--- src/rtl/ppb_pkg.sv ---
package ppb_pkg;
    localparam int PTR_W = 3;
    localparam int NPORT = 2;

    typedef enum logic [2:0] {
        ST_IDLE  = 3'd0,
        ST_CMD   = 3'd1,
        ST_WDATA = 3'd2,
        ST_RDATA = 3'd3,
        ST_RDONE = 3'd4
    } bus_st_e;

    typedef enum logic [1:0] {
        GRP_IN  = 2'd0,
        GRP_OUT = 2'd1,
        GRP_POL = 2'd2,
        GRP_CFG = 2'd3
    } grp_e;
endpackage

--- src/rtl/ppb_ctrl.sv ---
module ppb_ctrl
    import ppb_pkg::*;
(
    input  logic             clk,
    input  logic             rst_n,
    input  logic             start_wr,
    input  logic             start_rd,
    input  logic             stop,
    input  logic             wr_stb,
    input  logic [PTR_W-1:0] cmd_lo,
    input  logic             rd_stb,
    input  logic             rd_ack_stb,
    input  logic             rd_acked,
    output bus_st_e          st,
    output logic [PTR_W-1:0] ptr,
    output logic             wr_en,
    output logic             rd_en
);
    bus_st_e          st_q, st_d;
    logic [PTR_W-1:0] ptr_q, ptr_d;
    logic             bus_evt;

    assign bus_evt = stop | start_wr | start_rd;

    // state register
    always_ff @(posedge clk or negedge rst_n) begin
        if (!rst_n) begin
            st_q  <= ST_IDLE;
            ptr_q <= '0;
        end else begin
            st_q  <= st_d;
            ptr_q <= ptr_d;
        end
    end

    // next state
    always_comb begin
        st_d = st_q;
        if (stop) begin
            st_d = ST_IDLE;
        end else if (start_wr) begin
            st_d = ST_CMD;
        end else if (start_rd) begin
            st_d = ST_RDATA;
        end else begin
            unique case (st_q)
                ST_IDLE:  st_d = ST_IDLE;
                ST_CMD:   if (wr_stb) st_d = ST_WDATA;
                ST_WDATA: st_d = ST_WDATA;
                ST_RDATA: if (rd_ack_stb && !rd_acked) st_d = ST_RDONE;
                ST_RDONE: st_d = ST_RDONE;
                default:  st_d = ST_IDLE;
            endcase
        end
    end

    // outputs and pointer
    always_comb begin
        wr_en = (st_q == ST_WDATA) && wr_stb && !bus_evt;
        rd_en = (st_q == ST_RDATA) && rd_stb && !bus_evt;
        ptr_d = ptr_q;
        if ((st_q == ST_CMD) && wr_stb && !bus_evt) begin
            ptr_d = cmd_lo;
        end else if (wr_en || rd_en) begin
            ptr_d = {ptr_q[PTR_W-1:1], ~ptr_q[0]};
        end
    end

    assign st  = st_q;
    assign ptr = ptr_q;
endmodule

--- src/rtl/ppb_regs.sv ---
module ppb_regs
    import ppb_pkg::*;
#(
    parameter int PORT_W = 8
) (
    input  logic                    clk,
    input  logic                    rst_n,
    input  logic                    wr_en,
    input  logic [PTR_W-1:0]        ptr,
    input  logic [PORT_W-1:0]       wdata,
    output logic [NPORT*PORT_W-1:0] out_q,
    output logic [NPORT*PORT_W-1:0] pol_q,
    output logic [NPORT*PORT_W-1:0] cfg_q
);
    for (genvar p = 0; p < NPORT; p++) begin : g_port
        logic [PORT_W-1:0] out_r, pol_r, cfg_r;

        always_ff @(posedge clk or negedge rst_n) begin
            if (!rst_n) begin
                out_r <= '1;
                pol_r <= '0;
                cfg_r <= '1;
            end else if (wr_en && (ptr[0] == 1'(p))) begin
                unique case (grp_e'(ptr[PTR_W-1:1]))
                    GRP_OUT: out_r <= wdata;
                    GRP_POL: pol_r <= wdata;
                    GRP_CFG: cfg_r <= wdata;
                    default: ;
                endcase
            end
        end

        assign out_q[p*PORT_W +: PORT_W] = out_r;
        assign pol_q[p*PORT_W +: PORT_W] = pol_r;
        assign cfg_q[p*PORT_W +: PORT_W] = cfg_r;
    end
endmodule

--- src/rtl/ppb_rdsel.sv ---
module ppb_rdsel
    import ppb_pkg::*;
#(
    parameter int PORT_W = 8
) (
    input  logic                    clk,
    input  logic                    rst_n,
    input  logic                    rd_en,
    input  logic [PTR_W-1:0]        ptr,
    input  logic [NPORT*PORT_W-1:0] pin_in,
    input  logic [NPORT*PORT_W-1:0] out_q,
    input  logic [NPORT*PORT_W-1:0] pol_q,
    input  logic [NPORT*PORT_W-1:0] cfg_q,
    output logic [PORT_W-1:0]       rd_byte
);
    localparam int HI = NPORT * PORT_W - 1;

    logic [PORT_W-1:0] sel_v, pin_v, out_v, pol_v, cfg_v;

    always_comb begin
        pin_v = ptr[0] ? pin_in[HI:PORT_W] : pin_in[PORT_W-1:0];
        out_v = ptr[0] ? out_q[HI:PORT_W]  : out_q[PORT_W-1:0];
        pol_v = ptr[0] ? pol_q[HI:PORT_W]  : pol_q[PORT_W-1:0];
        cfg_v = ptr[0] ? cfg_q[HI:PORT_W]  : cfg_q[PORT_W-1:0];
        unique case (grp_e'(ptr[PTR_W-1:1]))
            GRP_IN:  sel_v = pin_v ^ pol_v;
            GRP_OUT: sel_v = out_v;
            GRP_POL: sel_v = pol_v;
            GRP_CFG: sel_v = cfg_v;
            default: sel_v = '0;
        endcase
    end

    always_ff @(posedge clk or negedge rst_n) begin
        if (!rst_n) begin
            rd_byte <= '0;
        end else if (rd_en) begin
            rd_byte <= sel_v;
        end
    end
endmodule

--- src/rtl/pair_port_bank.sv ---
module pair_port_bank
    import ppb_pkg::*;
#(
    parameter int PORT_W = 8
) (
    input  logic                    clk,
    input  logic                    rst_n,
    input  logic                    start_wr,
    input  logic                    start_rd,
    input  logic                    stop,
    input  logic                    wr_stb,
    input  logic [PORT_W-1:0]       wr_byte,
    input  logic                    rd_stb,
    input  logic                    rd_ack_stb,
    input  logic                    rd_acked,
    input  logic [NPORT*PORT_W-1:0] pin_in,
    output logic [PORT_W-1:0]       rd_byte,
    output logic [NPORT*PORT_W-1:0] pin_oe,
    output logic [NPORT*PORT_W-1:0] pin_od
);
    bus_st_e                 st;
    logic [PTR_W-1:0]        ptr;
    logic                    wr_en, rd_en;
    logic [NPORT*PORT_W-1:0] out_q, pol_q, cfg_q;

    ppb_ctrl u_ctrl (
        .clk        (clk),
        .rst_n      (rst_n),
        .start_wr   (start_wr),
        .start_rd   (start_rd),
        .stop       (stop),
        .wr_stb     (wr_stb),
        .cmd_lo     (wr_byte[PTR_W-1:0]),
        .rd_stb     (rd_stb),
        .rd_ack_stb (rd_ack_stb),
        .rd_acked   (rd_acked),
        .st         (st),
        .ptr        (ptr),
        .wr_en      (wr_en),
        .rd_en      (rd_en)
    );

    ppb_regs #(.PORT_W(PORT_W)) u_regs (
        .clk   (clk),
        .rst_n (rst_n),
        .wr_en (wr_en),
        .ptr   (ptr),
        .wdata (wr_byte),
        .out_q (out_q),
        .pol_q (pol_q),
        .cfg_q (cfg_q)
    );

    ppb_rdsel #(.PORT_W(PORT_W)) u_rdsel (
        .clk     (clk),
        .rst_n   (rst_n),
        .rd_en   (rd_en),
        .ptr     (ptr),
        .pin_in  (pin_in),
        .out_q   (out_q),
        .pol_q   (pol_q),
        .cfg_q   (cfg_q),
        .rd_byte (rd_byte)
    );

    assign pin_oe = ~cfg_q;
    assign pin_od = out_q;
endmodule

--- config.mk ---
export PLATFORM = sky130hd
export DESIGN_NAME = pair_port_bank
export DESIGN_NICKNAME = d
export VERILOG_FILES = /design/src/rtl/ppb_pkg.sv /design/src/rtl/ppb_ctrl.sv /design/src/rtl/ppb_regs.sv /design/src/rtl/ppb_rdsel.sv /design/src/rtl/pair_port_bank.sv
export SDC_FILE = /design/constraint.sdc
export NUM_CORES = 1
export LEC_CHECK = 0
export BUFFER_PORTS_ARGS = -buffer_cell sky130_fd_sc_hd__buf_2
export CAP_MARGIN = 40
export CORE_UTILIZATION = 55
export DETAILED_ROUTE_END_ITERATION = 10
export GPL_TIMING_DRIVEN = 0
export HOLD_SLACK_MARGIN = 0.15
export PLACE_DENSITY = 0.81
export SYNTH_ARGS = -nofsm -noshare
export SYNTH_HDL_FRONTEND = slang
export SYNTH_HIERARCHICAL = 1
export SYNTH_SLANG_ARGS = --single-unit
--- constraint.sdc ---
create_clock -name clk -period 2.1 [get_ports clk]
set_clock_uncertainty 0.2 [all_clocks]
set_input_delay 0 -clock clk [delete_from_list [all_inputs] [get_ports clk]]
set_output_delay 0 -clock clk [all_outputs]
set_load 0.1 [all_outputs]
### Yosys cells after proc, flatten, opt, wreduce, memory -nomap -nowiden

Index checks and enable logic that the tools add are counted.

* latch bits: 0
* word-level logic and storage cells: 58
* memory bits (read-only): 0
* input port bits: 33
* bits in registers: 62
* memories kept: 0
* RAM bits: 0

* muxes and demuxes: 13
* shifts and indexed selects: 0
* eq/ne operators: 9
* reductions and logical operators: 21
* bitwise operators: 5
* $lt $le $gt $ge: 0
* div/mod/pow operators: 0
* add/sub/neg operators: 0
* multipliers: 0

Operators by type and width (count)
* 8-bit 2-to-1 mux: 4
* 8-bit one-hot mux with 4 select lines: 1
* 3-bit 2-to-1 mux: 6
* 16-bit NOT: 1
* 2-bit AND reduction: 7
* 3-bit one-hot mux with 4 select lines: 1
* 1-bit logical AND: 9
* 8-bit XOR: 1
* 3-bit by 2-bit == test with 1-bit output, second input constant: 2
* 5-bit by 4-bit inequality test with 1-bit output, second input constant: 1
* 5-bit inequality test, second input constant: 1
* 2-bit == test, second input constant: 2
* 3-bit by 1-bit == test with 1-bit output, second input constant: 1
* 3-bit == test, second input constant: 1
* 2-bit by 1-bit == test with 1-bit output, second input constant: 1
* 1-bit zero test: 2
* 2-bit zero test: 1
* 1-bit OR: 2
* 2-bit nonzero test: 1
* 1-bit logical OR: 1
* 1-bit 2-to-1 mux: 1
* 1-bit NOT: 1

### Longest topological paths before layout

Gate-level depths: netlist (run 1).

* word-level depth: 7
* gate-level depth with buffers: 7
* depth with buffers taken out: 5

### Cells and area by module

The synthesis (run 1) kept the hierarchy.

Modules (own cells, without submodules)
* ppb_regs: area an instance 1961.9 µm², times used 1, cells an instance 107, sequential area each 1241.2 µm²
* ppb_rdsel: area an instance 1014.7 µm², times used 1, cells an instance 101, sequential area each 200.2 µm²
* ppb_ctrl: area an instance 354.1 µm², times used 1, cells an instance 33, sequential area each 150.1 µm²
* pair_port_bank: area an instance 60.1 µm², times used 1, cells an instance 16, sequential area each 0.0 µm²

### Worst setup path before layout (run 1)

No wires, ideal clock.

* path type: register to register
* start: register u_ctrl.st_q[2] (netlist: u_ctrl/st[2])
* end: register u_rdsel.rd_byte[3]
* slack: 0.189 ns
* arrival: 1.585 ns
* setup time: 0.126 ns
* stages on the path, launching flop included: 7
* path through: dfrtp_1 > and2b_1 > nand2_1 > nor2_1 > clkbuf_1 > o21ai_0 > o32a_1

* longest elaborated chain between the ends: 3

RTL lines
* start, declared: RTL line ppb_ctrl.sv:19 `bus_st_e st_q, st_d;`
* start signal, assigned: RTL line ppb_ctrl.sv:31 `st_q <= st_d;`
* 3-bit by 2-bit == test with 1-bit output: RTL line ppb_ctrl.sv:60 `rd_en = (st_q == ST_RDATA) && rd_stb && !bus_evt;`
* 1-bit logical AND (2 in series): RTL line ppb_ctrl.sv:60
* via rd_en: RTL line pair_port_bank.sv:23 `logic wr_en, rd_en;`
* end signal, assigned: RTL line ppb_rdsel.sv:38 `rd_byte <= sel_v;`
* end, declared: RTL line ppb_rdsel.sv:14 `output logic [PORT_W-1:0] rd_byte`

The timed path passes the listed nets, and every way through them passes these cells.
A chain may end at the register's enable or synchronous reset.

### Final worst setup path (run 1)

Ends and elaborated chain as after synthesis.

==> flow_metrics.py, run 1 <==
metrics = {
    "grt": {
        "grt_pass1_vias": 2650,
        "antenna_found_initial": 0,
        "grt_max_degree": 38,
        "grt_overflow_total": 0,
        "grt_first_pass_wirelength_mm": 13.1,
        "globalRouteTotalUtil_pct": 28.5,
    },
    "place": {
        "port_buffers": 72,
        "place_area_um2": 3860,
        "hpwl_mm": 5.24,
        "gp_congestion": 0.824,
    },
    "pwr": {
        "power_per_cell_area_nw_per_um2": 711,
        "cellLeakagePower_nw": 1.94,
        "worst_ir_drop_vdd_v": 0.000442,
    },
    "floorplan": {
        "starting_density_of_the_core_pct": 57.3,
        "core_um2": 5920,
        "num_rows": 28,
        "die_area_um2": 6480,
        "design.portCount": 73,
        "dieHeight_um": 80.5,
        "die_w_um": 80.5,
    },
    "cells_and_area": {
        "post_layout_nets": 398,
        "layout.cells.most_common_list": "73 x sky130_fd_sc_hd__buf_2, 32 x sky130_fd_sc_hd__mux2_2, 32 x sky130_fd_sc_hd__dfstp_2",
        "num-fill-cells": 400,
        "area.growth.synth_to_final_pct": 28.0,
        "final_layout_size_suffix_gt1_share_pct": 55.1,
        "final_common_cell": "sky130_fd_sc_hd__buf_2",
        "seq_area_um2": 1590,
        "multi_input_gate_area_in_the_final_layout_um2": 1640,
        "post_route_standard_cell_area_excluding_fillers_um2": 4340,
        "antenna_cells": 0,
    },
    "worst_setup_path": {
        "cells_on_worst_reg2reg_path": 6,
        "cp-end-kind": "flop",
        "nature_of_the_critical_path_startpoint": "flop",
        "worstPathMaxFanout": 10,
        "path_class": "reg -> reg",
        "timing.critical_path.required_ns": 2.12,
        "worst_ep_arrival_time_ns": 2.12,
    },
    "synthesis": {
        "postSynth.asyncResetShare_pct": 100,
        "synth.yosys.warnings": 6,
        "synth_cell_type_count": 36,
        "synth_cells": 257,
        "synth_edf_count": 0,
        "syn_nets": 290,
        "synth_flop_cell": "sky130_fd_sc_hd__dfstp_2",
        "syn-cell-area_um2": 3390,
        "synth_seq_area_share_pct": 46.9,
        "yosys_register_bits": 62,
        "synth_area_per_cell_um2": 13.2,
    },
    "clock_network": {
        "clkSinkCount": 62,
        "clk-insertion-delay-late_ns": 0.34,
        "tritoncts_clock_tree": "done",
        "cts.root.buffer_cell": "sky130_fd_sc_hd__clkbuf_8",
        "htree_levels": 3,
        "number_of_buffers_created_by_cts": 9,
        "post_cts.repair.setup_buffers": 0,
        "clk_pin_slew_ns": 0.07,
        "buffer_levels_on_the_longest_clock_path": 2,
    },
    "sta": {
        "report.final.slew_viol_count": 0,
        "worst-slew-pin-transition_ns": 0.607,
        "setup_total_negative_slack_ns": 0,
        "max_slew_margin_pct": 59.4,
        "final-hold-violation-count": 0,
        "layout_worst_path_cycle_share_pct": 99.8,
        "fmaxAchievable_mhz": 477,
        "setup_violations": 0,
        "setup_repair_after_global_routing_missed_its_margin": "yes",
        "hold_slack_ns": 0.0947,
        "timing.final.crit_period_ns": 2.09,
    },
    "route": {
        "firstDrtPassIters": 5,
        "drt-wirelength-per-cell_um": 18.9,
        "initialDrtViolationCount": 147,
        "wl_mm": 8.42,
        "remaining_drc_errors": 0,
        "avgViaCountPerCell": 5.60,
        "final_antenna_net_count": 0,
        "route.vias.total": 2492,
    },
    "run_status": {
        "result_of_the_run": "complete, no violations",
    },
    "min_path": {
        "worst_hold_path_type": "in -> reg",
        "min_path_cells": 6,
    },
    "job": {
        "maxCapViolations": 0,
    },
}
-- Yosys cell counts (all sizes together), types with 5 or more instances --
cell | count | share of area [%]
o21ai | 8 | 1.2
nand2 | 5 | 0.77
nor2 | 12 | 1.3
o32a | 8 | 2.4
mux2 | 50 | 19
dfrtp | 30 | 22
o22ai | 9 | 1.7
mux2i | 25 | 7.4
xor2 | 8 | 2.1
buf | 13 | 3.7
a2111oi | 8 | 3.5
dfstp | 32 | 25
inv | 17 | 1.9
xnor2 | 8 | 2.1
-- kinds of logic after synthesis --
family                    share of synthesized area (%)
xor gates and xnor gates                           4.13
AOI/OAI and AO/OA                                  9.71
buffers and inverters                              5.87
muxes                                              26.0
DFF                                                46.9
and+or+nand+nor                                    7.38
-- sequential cells by signal, summed over array words and instances, names as in the netlist --
signal,count
u_ctrl/ptr,3
u_ctrl/st,3
u_rdsel/rd_byte,8
u_regs/g_port.cfg_r,16
u_regs/g_port.out_r,16
u_regs/g_port.pol_r,16
-- stage by stage --
step	power, mW	setup WS (ns)	instances	util (%)
floorplan	1.83	0.189	257	-
detailed placement	2.02	-0.395	405	65.3
finish	3.09	0.00517	445	73.3
global placement	2.00	-0.320	404	64.9
CTS	3.08	-0.0472	443	72.3
global route	3.21	-0.0889	445	73.3
-- final cells by class --
cell class,count,share of cell area (%)
multi-input combinational,163,37.8
sequential,62,36.7
timing repair buffer,97,14.3
buffer,15,3.26
clock buffer,9,2.85
tap,75,2.16
clock inverter,7,1.50
inverter,17,1.47
-- path summary, 6_finish.rpt --
path	from	endpoint	slack, ns
max	u_ctrl/st[2]	u_rdsel/rd_byte[3]	0.005
min	stop	u_rdsel/rd_byte[1]	0.09
max reg2reg	u_ctrl/st[2]	u_rdsel/rd_byte[3]	0.005
min reg2reg	u_rdsel/rd_byte[4]	u_rdsel/rd_byte[4]	0.31
max in group asynchronous	rst_n	u_regs/g_port[0].pol_r[5]	0.46
min in group asynchronous	rst_n	u_regs/g_port[0].cfg_r[0]	0.19
-- per-layer routing --
metal / vias to the layer above / part of all wire (%) / GRT usage, % / wire length, um
met1: 1235 / 44 / 34.5 / 3700
li1: 1156 / - / - / -
met3: 15 / 4.5 / 5.45 / 376
met2: 86 / 50 / 47.0 / 4170
met4: 0 / 2.0 / 16.4 / 169
met5: - / 0 / 0 / 0
-- what timing repair did --
item / in CTS / in global routing
hold buffers: 22 / 3
resized for setup: 3 / 6
pin swaps: 0 / 0
hold endpoints to repair: 124 / 7
setup endpoints to repair: 24 / 52
-- critical path: stages (launching register included) --
cell and delay, ns:
sky130_fd_sc_hd__dfrtp_1 0.40, sky130_fd_sc_hd__and2b_2 0.25, sky130_fd_sc_hd__nand2_1 0.09, sky130_fd_sc_hd__nor2_2 0.31, sky130_fd_sc_hd__clkbuf_4 0.30, sky130_fd_sc_hd__o21ai_0 0.12, sky130_fd_sc_hd__o32a_1 0.30
-- report_power, final --
group / switching [mW] / total, mW / internal, mW
clock: 0.478 / 1.02 / 0.538
combinational: 0.509 / 0.769 / 0.259
sequential: 0.0469 / 1.30 / 1.25
total: 1.03 / 3.09 / 2.05
Note: power is estimated with default switching activity, not from simulation.
==> run 2: changes to the inputs <==
--- a/config.mk
+++ b/config.mk
@@ -5,13 +5,14 @@
 export SDC_FILE = /design/constraint.sdc
 export NUM_CORES = 1
 export LEC_CHECK = 0
+export ABC_AREA = 1
 export BUFFER_PORTS_ARGS = -buffer_cell sky130_fd_sc_hd__buf_2
 export CAP_MARGIN = 40
-export CORE_UTILIZATION = 55
+export CORE_UTILIZATION = 56
 export DETAILED_ROUTE_END_ITERATION = 10
 export GPL_TIMING_DRIVEN = 0
-export HOLD_SLACK_MARGIN = 0.15
-export PLACE_DENSITY = 0.81
+export HOLD_SLACK_MARGIN = 0.12
+export PLACE_DENSITY = 0.82
 export SYNTH_ARGS = -nofsm -noshare
 export SYNTH_HDL_FRONTEND = slang
 export SYNTH_HIERARCHICAL = 1
==> run 2 against run 1 <==
First-iteration DRC count increased to 2.7 times the previous value. Critical path depth increased by 3. Utilization increased by 2.6 points. Combinational power increased by 68%. Largest cell class unchanged. Synthesized cell count increased by 120%. Setup slack improved by 0.0036 ns. Count of clock-buffer cells in the layout increased by 1. Sequential share of layout area decreased by 3.7 points. Cell area increased by 11%. Total power increased by 24%. Synthesized area increased by 8.9%. Critical path type is now in -> reg. Final cell count increased by 72%.
==> flow_metrics.py, run 2 <==
metrics = {
    "run_status": {
        "result_of_the_run": "complete, no violations",
    },
    "synthesis": {
        "yosys_register_bits": 62,
        "synth_cells": 561,
        "postSynth.asyncResetShare_pct": 100,
        "syn-cell-area_um2": 3690,
        "synth_edf_count": 0,
        "synth_flop_cell": "sky130_fd_sc_hd__dfstp_2",
        "synth_most_common_cell": "sky130_fd_sc_hd__nand2_1",
        "syn_nets": 594,
        "area_share_of_the_largest_cell_type_after_synthesis_pct": 32.5,
        "synth_cell_type_count": 21,
        "synth.yosys.warnings": 6,
        "synth_top_cells_by_count": "320 x sky130_fd_sc_hd__nand2_1, 57 x sky130_fd_sc_hd__inv_1, 53 x sky130_fd_sc_hd__nand3_1",
        "adder_cell_area_share_of_the_yosys_netlist_pct": 0,
        "synth_area_leaders": "sky130_fd_sc_hd__nand2_1 33%, sky130_fd_sc_hd__dfstp_2 23%, sky130_fd_sc_hd__dfrtp_1 20%",
        "synth_seq_area_share_pct": 43.1,
        "synth_compound_gate_area_share_pct": 3.39,
        "yosys-mux-area-fraction_pct": 0,
        "post_synth_and_or_nand_nor_area_fraction_pct": 43.9,
        "synth_top_family_by_area": "simple AND/OR/NAND/NOR gates",
        "post-synth-top-area-cell": "sky130_fd_sc_hd__nand2_1",
        "synth_area_per_cell_um2": 6.58,
        "yosys.area_share.xor_xnor_pct": 0,
    },
    "route": {
        "route.vias.total": 4131,
        "drt-wirelength-per-cell_um": 15.1,
        "avgViaCountPerCell": 5.39,
        "remaining_drc_errors": 0,
        "initialDrtViolationCount": 395,
        "final_antenna_net_count": 0,
        "firstDrtPassIters": 6,
        "wl_mm": 11.6,
    },
    "clock_network": {
        "tritoncts_clock_tree": "done",
        "clk_pin_slew_ns": 0.07,
        "clk-insertion-delay-late_ns": 0.35,
        "buffer_levels_on_the_longest_clock_path": 2,
        "number_of_buffers_created_by_cts": 9,
        "clkSinkCount": 62,
        "cts.root.buffer_cell": "sky130_fd_sc_hd__clkbuf_8",
        "htree_levels": 3,
    },
    "sta": {
        "final-hold-violation-count": 0,
        "report.final.slew_viol_count": 0,
        "fmaxAchievable_mhz": 478,
        "setup_violations": 0,
        "setup_ws_ns": 0.00872,
        "timing.final.crit_period_ns": 2.09,
        "max_slew_margin_pct": 53.5,
        "layout_worst_path_cycle_share_pct": 99.6,
        "worst-slew-pin-transition_ns": 0.695,
    },
    "grt": {
        "grt.met2_usage_pct": 56.6,
        "grt_pass1_vias": 3903,
        "grt.met1_usage_pct": 44.0,
        "globalRouteTotalUtil_pct": 34.9,
        "grt_overflow_total": 0,
        "antenna_found_initial": 0,
        "grt_max_degree": 24,
        "gr-max-usage-layer": "met2",
        "grt_first_pass_wirelength_mm": 18.7,
        "met3_layer_usage_reported_by_global_route_pct": 6.26,
    },
    "pwr": {
        "power_mw": 3.81,
        "cellLeakagePower_nw": 2.62,
        "power_per_cell_area_nw_per_um2": 791,
        "worst_ir_drop_vdd_v": 0.000549,
    },
    "worst_setup_path": {
        "worstPathCellList": "dlygate4sd3_1, buf_2, nand2_1, dlygate4sd3_1, nand2_1, o21ai_2, nand2_1, o21ai_0, dlygate4sd3_1",
        "timing.critical_path.required_ns": 2.13,
        "cp-end-kind": "flop",
        "crit_family": "buffers and inverters",
        "worstPathMaxFanout": 3,
        "path_class": "in -> reg",
        "worst_ep_arrival_time_ns": 2.12,
        "worst_path_buf_inv": 4,
        "biggest_cell_delay_along_the_critical_path_ns": 0.56,
        "critical-path-slowest-cell": "sky130_fd_sc_hd__dlygate4sd3_1",
        "nature_of_the_critical_path_startpoint": "input port",
    },
    "floorplan": {
        "num_rows": 29,
        "starting_density_of_the_core_pct": 58.1,
        "design.portCount": 73,
        "core_um2": 6350,
        "die_area_um2": 6920,
        "dieHeight_um": 83.2,
        "die_w_um": 83.2,
    },
    "cells_and_area": {
        "final_common_cell": "sky130_fd_sc_hd__nand2_1",
        "num-fill-cells": 491,
        "post_layout_nets": 717,
        "layout.cells.most_common_list": "315 x sky130_fd_sc_hd__nand2_1, 78 x sky130_fd_sc_hd__buf_2, 57 x sky130_fd_sc_hd__inv_1",
        "area.growth.synth_to_final_pct": 30.5,
        "final_layout_size_suffix_gt1_share_pct": 23.5,
        "antenna_cells": 0,
        "registers_with_the_highest_flip_flop_counts": "u_regs/g_port.cfg_r x16, u_regs/g_port.out_r x16, u_regs/g_port.pol_r x16",
    },
    "place": {
        "hpwl_mm": 7.75,
        "port_buffers": 72,
        "gp_congestion": 0.877,
        "worst_setup_timing_slack_at_the_placement_stage_ns": 0.131,
    },
    "min_path": {
        "worst_hold_path_type": "in -> async",
    },
    "job": {
        "maxCapViolations": 0,
    },
}
-- run 2: changes by cell type after synthesis, moves of 18 or more --
cell | previous run | this run
sky130_fd_sc_hd__nand2_1 | 4 | 320
sky130_fd_sc_hd__nand3_1 | 1 | 53
sky130_fd_sc_hd__inv_1 | 17 | 57
sky130_fd_sc_hd__mux2_2 | 32 | 0
sky130_fd_sc_hd__mux2i_1 | 25 | 0
sky130_fd_sc_hd__mux2_4 | 18 | 0
-- run 2: cell families after synthesis --
group	after synthesis
simple gates	399
buf+inv	77
flops	62
compound gates	23
-- run 2: per-layer routing --
metal	up-vias	wire length [um]
li1	1953	-
met1	1895	4630
met2	238	5480
met3	45	959
met4	0	500
met5	-	0
-- run 2: through the flow --
stage | utilization [%] | setup TNS (ns) | instance area, um^2 | cells | hold slack (ns)
floorplan | - | 0 | 3690 | 561 | -0.496
global placement | 65.3 | 0 | 4150 | 710 | 0.0219
detailed placement | 66.1 | 0 | 4200 | 712 | -0.229
CTS | 75.1 | 0 | 4770 | 763 | 0.123
global route | 75.9 | -0.0249 | 4820 | 766 | 0.127
finish | 75.9 | 0 | 4820 | 766 | 0.116
-- run 2: report_power, final --
part,switching [mW],internal (mW)
clock network,0.489,0.695
logic,0.907,0.382
registers,0.0753,1.27
-- run 2: worst reg2reg max path: cells and delay by family (launching register included) --
kind                   cells  cell delay [ns]
AND/OR/NAND/NOR            7             0.83
buffers and inverters      4             0.40
flip-flops                 1             0.40
-- run 2: what timing repair did --
action | in CTS | in global routing
gates resized for setup | 0 | 7
setup endpoints to repair | 0 | 44
hold buffers | 35 | 0
endpoints found under the hold margin | 108 | 0
buffers inserted | 0 | 4
-- run 2: area by class of cell --
cell class	count	area (um^2)	share of cell area (%)
multi-input combinational	422	1760	36.5
sequential	62	1590	33.0
timing repair buffer	112	791	16.4
inverter	61	231	4.80
clock buffer	10	138	2.86
buffer	16	128	2.65
tap	77	96.3	2.00
clock inverter	6	85.1	1.77
-- run 2: worst paths after layout --
check / cells after the start / end / slack (ns) / startpoint
min in group clk: 2 / u_regs/g_port[0].cfg_r[5] / 0.27 / u_regs/g_port[0].cfg_r[5]
worst max-delay path: 9 / u_ctrl/st[0] / 0.009 / rd_ack_stb
max in group asynchronous: 3 / u_ctrl/st[2] / 0.65 / rst_n
worst min register to register: 2 / u_regs/g_port[0].cfg_r[5] / 0.27 / u_regs/g_port[0].cfg_r[5]
worst min-delay path: 2 / u_regs/g_port[1].out_r[1] / 0.12 / rst_n
worst max register to register: 11 / u_regs/g_port[0].pol_r[5] / 0.15 / u_ctrl/st[2]
